**src/rtl/wbk_pkg.sv**
```systemverilog
package wbk_pkg;
  localparam int ADDR_W     = 4;
  localparam int DATA_W     = 8;
  localparam int CODE_W     = 7;
  localparam int NUM_WIPERS = 2;
  localparam int NV_ENTRIES = 7;

  localparam logic [ADDR_W-1:0] ADDR_GP_LO = 4'd2;
  localparam logic [ADDR_W-1:0] ADDR_GP_HI = 4'd6;
  localparam logic [ADDR_W-1:0] ADDR_CTRL  = 4'd8;

  localparam logic [CODE_W-1:0] CODE_MID = 7'h40;

  // bit positions inside the control register
  localparam int CTRL_SEL_BIT  = 7;
  localparam int CTRL_RUN_BIT  = 6;
  localparam int CTRL_BUSY_BIT = 5;
endpackage

```
**src/rtl/wbk_nv_store.sv**
```systemverilog
module wbk_nv_store #(
  parameter int ENTRIES      = 7,
  parameter int DW           = 8,
  parameter int AW           = 4,
  parameter int NW           = 2,
  parameter int WRITE_CYCLES = 1000
) (
  input  logic                 clk,
  input  logic                 rst,
  input  logic                 por,
  input  logic                 cs_n,
  input  logic                 stage_we,
  input  logic [AW-1:0]        stage_addr,
  input  logic [DW-1:0]        stage_data,
  input  logic [AW-1:0]        rd_addr,
  output logic [DW-1:0]        rd_byte,
  output logic                 busy,
  output logic [NW-1:0][DW-1:0] init_vals
);
  localparam int IW = $clog2(ENTRIES);
  localparam int CW = $clog2(WRITE_CYCLES + 1);

  logic [DW-1:0] cells [ENTRIES];
  logic          cs_q;
  logic          pend_q;
  logic [IW-1:0] pend_idx;
  logic [DW-1:0] pend_data;
  logic [CW-1:0] cnt_q;
  logic          cs_rise;
  logic          commit;

  assign cs_rise = cs_n && !cs_q;
  assign commit  = busy && (cnt_q == CW'(WRITE_CYCLES - 1));

  // cell array: only power-on clears it
  always_ff @(posedge clk) begin
    if (por) begin
      for (int k = 0; k < ENTRIES; k++) cells[k] <= '0;
    end else if (commit) begin
      cells[pend_idx] <= pend_data;
    end
  end

  // staging and self-timed commit
  always_ff @(posedge clk) begin
    if (rst || por) begin
      cs_q      <= 1'b1;
      pend_q    <= 1'b0;
      pend_idx  <= '0;
      pend_data <= '0;
      busy      <= 1'b0;
      cnt_q     <= '0;
    end else begin
      cs_q <= cs_n;
      if (stage_we && !busy) begin
        pend_q    <= 1'b1;
        pend_idx  <= stage_addr[IW-1:0];
        pend_data <= stage_data;
      end
      if (busy) begin
        if (commit) begin
          busy  <= 1'b0;
          cnt_q <= '0;
        end else begin
          cnt_q <= cnt_q + 1'b1;
        end
      end else if (cs_rise && pend_q) begin
        busy   <= 1'b1;
        cnt_q  <= '0;
        pend_q <= 1'b0;
      end
    end
  end

  assign rd_byte = (rd_addr < AW'(ENTRIES)) ? cells[rd_addr[IW-1:0]] : '0;

  for (genvar g = 0; g < NW; g++) begin : g_init
    assign init_vals[g] = cells[g];
  end

  // a commit only ever starts from a chip-select rise
  assert_start_on_cs_R5: assert property (@(posedge clk) disable iff (rst || por)
    $rose(busy) |-> ($past(cs_n) && !$past(cs_q)));

  for (genvar k = 0; k < ENTRIES; k++) begin : g_hold
    // cells move only at the end of a running commit
    assert_cell_hold_R5: assert property (@(posedge clk) disable iff (por)
      !busy |=> $stable(cells[k]));
  end
endmodule

```
**src/rtl/wbk_boot_seq.sv**
```systemverilog
module wbk_boot_seq #(
  parameter int BOOT_CYCLES = 1000
) (
  input  logic clk,
  input  logic rst_any,
  output logic booting,
  output logic fire
);
  localparam int BW = $clog2(BOOT_CYCLES + 1);
  logic [BW-1:0] cnt_q;

  assign fire = booting && (cnt_q == BW'(BOOT_CYCLES - 1));

  always_ff @(posedge clk) begin
    if (rst_any) begin
      booting <= 1'b1;
      cnt_q   <= '0;
    end else if (booting) begin
      if (fire) booting <= 1'b0;
      else      cnt_q   <= cnt_q + 1'b1;
    end
  end

  // the reload fires exactly once per reset
  assert_boot_once_R8: assert property (@(posedge clk) disable iff (rst_any)
    fire |=> (!booting && !fire));
endmodule

```
**src/rtl/wbk_wiper_out.sv**
```systemverilog
module wbk_wiper_out #(
  parameter int NW = 2,
  parameter int CW = 7
) (
  input  logic                 clk,
  input  logic                 rst_any,
  input  logic                 shdn_n,
  input  logic                 run_bit,
  input  logic [NW-1:0][CW-1:0] codes_in,
  output logic [NW-1:0][CW-1:0] codes_out,
  output logic [NW-1:0]        shut_out
);
  for (genvar g = 0; g < NW; g++) begin : g_ch
    always_ff @(posedge clk) begin
      if (rst_any) begin
        codes_out[g] <= wbk_pkg::CODE_MID;
        shut_out[g]  <= 1'b0;
      end else begin
        codes_out[g] <= codes_in[g];
        shut_out[g]  <= !(shdn_n && run_bit);
      end
    end

    // external pin low forces the flag
    assert_shut_pin_R6: assert property (@(posedge clk) disable iff (rst_any)
      !shdn_n |=> shut_out[g]);
    // control bit low forces the flag
    assert_shut_bit_R6: assert property (@(posedge clk) disable iff (rst_any)
      !run_bit |=> shut_out[g]);
  end
endmodule

```
**src/rtl/wiper_bank_ctrl.sv**
```systemverilog
module wiper_bank_ctrl #(
  parameter int NV_WRITE_CYCLES = 1_000_000,
  parameter int BOOT_CYCLES     = 150_000
) (
  input  logic       clk,
  input  logic       rst,
  input  logic       por,
  input  logic       cs_n,
  input  logic       req_wr,
  input  logic       req_rd,
  input  logic [3:0] req_addr,
  input  logic [7:0] req_wdata,
  input  logic       shdn_n,
  output logic [7:0] rd_data,
  output logic [6:0] wiper0_code,
  output logic [6:0] wiper1_code,
  output logic [1:0] wiper_shut
);
  import wbk_pkg::*;

  localparam int NW = NUM_WIPERS;

  logic                          rst_any;
  logic                          busy;
  logic                          booting;
  logic                          boot_fire;
  logic                          sel_vol;
  logic                          run_bit;
  logic [NW-1:0][CODE_W-1:0]     live_q;
  logic [NW-1:0][CODE_W-1:0]     codes_out;
  logic [NW-1:0][DATA_W-1:0]     init_vals;
  logic [DATA_W-1:0]             nv_byte;
  logic                          wr_ok;
  logic                          is_wiper;
  logic                          is_gp;
  logic                          is_ctrl;
  logic                          stage_we;

  assign rst_any  = rst || por;
  assign is_wiper = req_addr < ADDR_W'(NW);
  assign is_gp    = (req_addr >= ADDR_GP_LO) && (req_addr <= ADDR_GP_HI);
  assign is_ctrl  = req_addr == ADDR_CTRL;
  assign wr_ok    = req_wr && !busy && !booting;
  assign stage_we = wr_ok && ((is_wiper && !sel_vol) || is_gp);

  wbk_nv_store #(
    .ENTRIES(NV_ENTRIES), .DW(DATA_W), .AW(ADDR_W), .NW(NW),
    .WRITE_CYCLES(NV_WRITE_CYCLES)
  ) u_store (
    .clk(clk), .rst(rst), .por(por), .cs_n(cs_n),
    .stage_we(stage_we), .stage_addr(req_addr), .stage_data(req_wdata),
    .rd_addr(req_addr), .rd_byte(nv_byte), .busy(busy), .init_vals(init_vals)
  );

  wbk_boot_seq #(.BOOT_CYCLES(BOOT_CYCLES)) u_boot (
    .clk(clk), .rst_any(rst_any), .booting(booting), .fire(boot_fire)
  );

  // live codes and control bits
  always_ff @(posedge clk) begin
    if (rst_any) begin
      for (int g = 0; g < NW; g++) live_q[g] <= CODE_MID;
      sel_vol <= 1'b0;
      run_bit <= 1'b1;
    end else if (boot_fire) begin
      for (int g = 0; g < NW; g++) live_q[g] <= init_vals[g][CODE_W-1:0];
    end else if (wr_ok) begin
      if (is_ctrl) begin
        sel_vol <= req_wdata[CTRL_SEL_BIT];
        run_bit <= req_wdata[CTRL_RUN_BIT];
      end
      for (int g = 0; g < NW; g++) begin
        if (req_addr == ADDR_W'(g)) live_q[g] <= req_wdata[CODE_W-1:0];
      end
    end
  end

  // registered read port
  always_ff @(posedge clk) begin
    if (rst_any) begin
      rd_data <= '0;
    end else if (req_rd) begin
      if (is_ctrl) begin
        rd_data <= '0;
        rd_data[CTRL_SEL_BIT]  <= sel_vol;
        rd_data[CTRL_RUN_BIT]  <= run_bit;
        rd_data[CTRL_BUSY_BIT] <= busy;
      end else if (is_wiper && sel_vol) begin
        rd_data <= {1'b0, live_q[req_addr[0]]};
      end else begin
        rd_data <= nv_byte;
      end
    end
  end

  wbk_wiper_out #(.NW(NW), .CW(CODE_W)) u_out (
    .clk(clk), .rst_any(rst_any), .shdn_n(shdn_n), .run_bit(run_bit),
    .codes_in(live_q), .codes_out(codes_out), .shut_out(wiper_shut)
  );

  assign wiper0_code = codes_out[0];
  assign wiper1_code = codes_out[1];

  // nothing writable moves while a commit runs
  assert_busy_lock_R4: assert property (@(posedge clk) disable iff (rst_any)
    (busy && !boot_fire) |=> ($stable(sel_vol) && $stable(run_bit) && $stable(live_q)));

  // low control bits never read as 1
  assert_ctrl_low_zero_R9: assert property (@(posedge clk) disable iff (rst_any)
    ($past(req_rd) && ($past(req_addr) == ADDR_CTRL)) |-> (rd_data[4:0] == 5'd0));

  // no write lands during the start-up window
  assert_boot_lock_R8: assert property (@(posedge clk) disable iff (rst_any)
    (booting && !boot_fire) |=> ($stable(sel_vol) && $stable(run_bit)));
endmodule

```
**config.mk**
```make
export PLATFORM = sky130hd
export DESIGN_NAME = wiper_bank_ctrl
export DESIGN_NICKNAME = d
export VERILOG_FILES = /design/src/rtl/wbk_pkg.sv /design/src/rtl/wbk_nv_store.sv /design/src/rtl/wbk_boot_seq.sv /design/src/rtl/wbk_wiper_out.sv /design/src/rtl/wiper_bank_ctrl.sv
export SDC_FILE = /design/constraint.sdc
export NUM_CORES = 1
export LEC_CHECK = 0
export ABC_AREA = 1
export BUFFER_PORTS_ARGS = -buffer_cell sky130_fd_sc_hd__buf_2
export CAP_MARGIN = 40
export CORE_UTILIZATION = 40
export CTS_CLUSTER_DIAMETER = 80
export CTS_CLUSTER_SIZE = 28
export DETAILED_ROUTE_END_ITERATION = 10
export SYNTH_ARGS = -nofsm -noshare
export SYNTH_HDL_FRONTEND = slang
export SYNTH_SLANG_ARGS = --single-unit
```
**constraint.sdc**
```tcl
create_clock -name clk -period 3 [get_ports clk]
set_input_delay 0.45 -clock clk [delete_from_list [all_inputs] [get_ports clk]]
set_output_delay 0.45 -clock clk [all_outputs]
set_load 0.05 [all_outputs]
```
==> results.md <==
* Clk pwr share at 46.0%
* Async set or reset register ratio after synthesis at 0%
* Comb power frac at 4.9%
* Max Freq at 432 MHz
* Post-DP HPWL at 14,200 um
* Outcome: finished clean
* Max Slew Vio Count at 0
* TNS Setup at 0 ns
* Commonest non-fill, non-tap cells in the layout: nand2_1 (228), nor2_1 (152), dfxtp_1 (100)
* Net Switching at 1.05 mW
* Final Cycle Share at 77.2%
* Total wire length at 19,900 um
* Design area at 0.00861 mm^2
* DIE HEIGHT at 140 um
* Max_slew headroom at 54.1%
* Clock sinks at 156
* Post-synth net total at 1,028
* RD Place Congestion at 0.904
* Core Util, Final at 46.0%
* Post-DRT Antenna Nets at 0
* Pwr/cell area at 530 mW/mm^2
* GRT Max-Usage Layer: met2
* HP Class: input port to flip-flop
* # placed instances at 1,255
* Synthesized area per cell at 7.59 um^2
* Vias per cell at 5.16
* Max Cap Viol at 0
* DP Area at 0.00804 mm^2
* Clk_skew at 0.0106 ns
* Setup bufs post-CTS at 0
* Die footprint at 0.0197 mm^2
* Post-synthesis sequential area ratio at 48.2%
* Port Buffers at 42
* Crit Path Category: flip-flop to flip-flop
* Dominant synthesized flop cell: dfxtp_1
* Endpoints failing setup at 0
* Post-synth EDFFs at 56
* Worst-path clk slew at 0.06 ns
* Initial antenna violation count at 0
* FP Rows at 50
* Leak at 3.23 nW
* Most common cell after layout, fill and taps aside: nand2_1
* Power Total at 4.56 mW
* Inserted Clock Buffers at 17
* RSZ-0062 raised after global routing: false
* Grt ovf at 0
* Iteration-0 DRC Markers at 408
* Switching part of the total at 22.9%
* Latest clock arrival within the worst-skew pair at 0.44 ns
* M2 GR Usage at 33.3%
* Post-route setup slack at 0.683 ns
* Layout area overhead at 12.7%
* Fill cell count at 1,876
* Clock tree from TritonCTS: built
* Internal at 3.52 mW
* Synth Instances at 1,007
* Yosys warns at 0
* Vias in the first global route at 6,061
* CP startpoint kind: flip-flop
* Final hold vios at 0
* Worst-Margin Slew at 0.687 ns
* Routed len/inst at 15.5 um
* M1 GR Usage at 28.4%
* Root buf cell: clkbuf_16
* Share of cells above drive strength 1 at 11.4%
* CTS max path bufs at 2
* Post-CTS Hold Fix Bufs at 0
* Pre-CTS setup slack at 0.677 ns
* Diode count at 0
* Core area at 0.0187 mm^2
* H-Tree Depth at 4
* Largest net degree at the start of global routing at 44
* Worst Path Required at 3.10 ns
* Nets@finish at 1,061
* Minimum clock period at 2.32 ns
* First-pass GRT wire length at 31,600 um
* Flop pwr share at 49.1%
* Non-filler instance count after layout at 1,286
* DRC viols at 0
* I/O pin cnt at 43
* Worst-path maximum fanout at 9
* Hold WS at 0.258 ns
* Total GRT Usage at 21.0%
* Die width at 140 um
* Starting Density at 40.9%
* DR vias at 6,634
* Post-CTS resize count at 0
* Critical path endpoint category: flip-flop
* Peak VDD IR at 410 uV
* Synth unique cells at 41
* Yosys reg bits at 156
* Cell Area, Synth at 0.00764 mm^2
* Pre-antenna DRT Iters at 5
* Crit path arrival time at 2.42 ns
* Met3 Usage GRT at 4.17%
==> sequential cells by signal, summed over array words and instances (netlist names) <==
name,cells
u_store.cnt_q,20
u_store.cs_q,1
u_store.pend_q,1
sel_vol,1
u_store.pend_idx,3
u_boot.cnt_q,18
u_store.cells,64
u_out.codes_out,14
u_store.pend_data,8
u_boot.booting,1
u_store.busy,1
rd_data,8
live_q,14
u_out.shut_out,1
run_bit,1
==> cell families (layout without fill, tap and decap cells) <==
logic type               count (synthesis)  after routing  synth area share [%]
buffers and inverters                  150            195                  8.05
AO/OA/AOI/OAI                          138            138                  9.69
adder cells (fa/ha/maj)                  2              2                 0.327
flip-flops                             156            156                  48.2
AND/OR/NAND/NOR                        549            549                  32.4
XOR/XNOR                                12             12                  1.38
==> metal layers <==
layer | vias to the layer above | routed length (um)
met4 | 0 | 418
li1 | 3379 | -
met2 | 152 | 8970
met1 | 3071 | 9620
met5 | - | 0
met3 | 32 | 934
==> cells in the mapped netlist (all sizes together), types with 10 or more instances <==
library cell | instances | area, um^2
xor2 | 10 | 87.6
a21oi | 62 | 310
o211ai | 10 | 75.1
nand2 | 233 | 892
nor3 | 30 | 165
nand3 | 84 | 480
nand4 | 32 | 206
dfxtp | 100 | 2000
o21ai | 58 | 294
buf | 20 | 128
nor2 | 161 | 667
inv | 106 | 398
clkbuf | 21 | 78.8
edfxtp | 56 | 1680
==> path summary, 6_finish.rpt <==
path | from | end | slack [ns] | cells after the start
setup / recovery | u_store.cnt_q[0]$_SDFFE_PP0P_ | u_store.cells[2][6]$_SDFFCE_PN0P_ | 0.68 | 11
hold / removal | cs_n | u_store.cs_q$_SDFF_PP1_ | 0.26 | 2
setup reg to reg | u_store.cnt_q[0]$_SDFFE_PP0P_ | u_store.cells[2][6]$_SDFFCE_PN0P_ | 0.68 | 11
hold reg to reg | live_q[10]$_SDFFE_PP0P_ | u_out.codes_out[10]$_SDFF_PP0_ | 0.44 | 2
==> final cells by class <==
class	instances	area [um^2]	area share [%]
Clock buffer	23	490	5.70
Clock inverter	8	81.3	0.944
Inverter	109	409	4.75
Multi-Input combinational cell	701	3350	38.9
Sequential cell	156	3680	42.8
Tap cell	234	293	3.40
Timing Repair Buffer	55	308	3.57
==> power by group through the flow <==
stage | combinational, mW | sequential (mW) | clock [mW]
floorplan | 0.128 | 2.29 | 0
global placement | 0.221 | 2.29 | 0
detailed placement | 0.222 | 2.29 | 0
CTS | 0.222 | 2.24 | 2.13
global route | 0.244 | 2.24 | 2.21
finish | 0.225 | 2.24 | 2.10
==> critical path: stages, from the launching register on <==
cell and delay, ns:
dfxtp_1 0.38, ha_1 0.28, nand3_2 0.15, clkinv_1 0.09, nand4_1 0.10, nor2_2 0.11, nand2_2 0.09, inv_2 0.11
nand2_4 0.09, nor2_8 0.14, nand3_4 0.14, nand2_1 0.31
(Power assumes the default switching activity.)
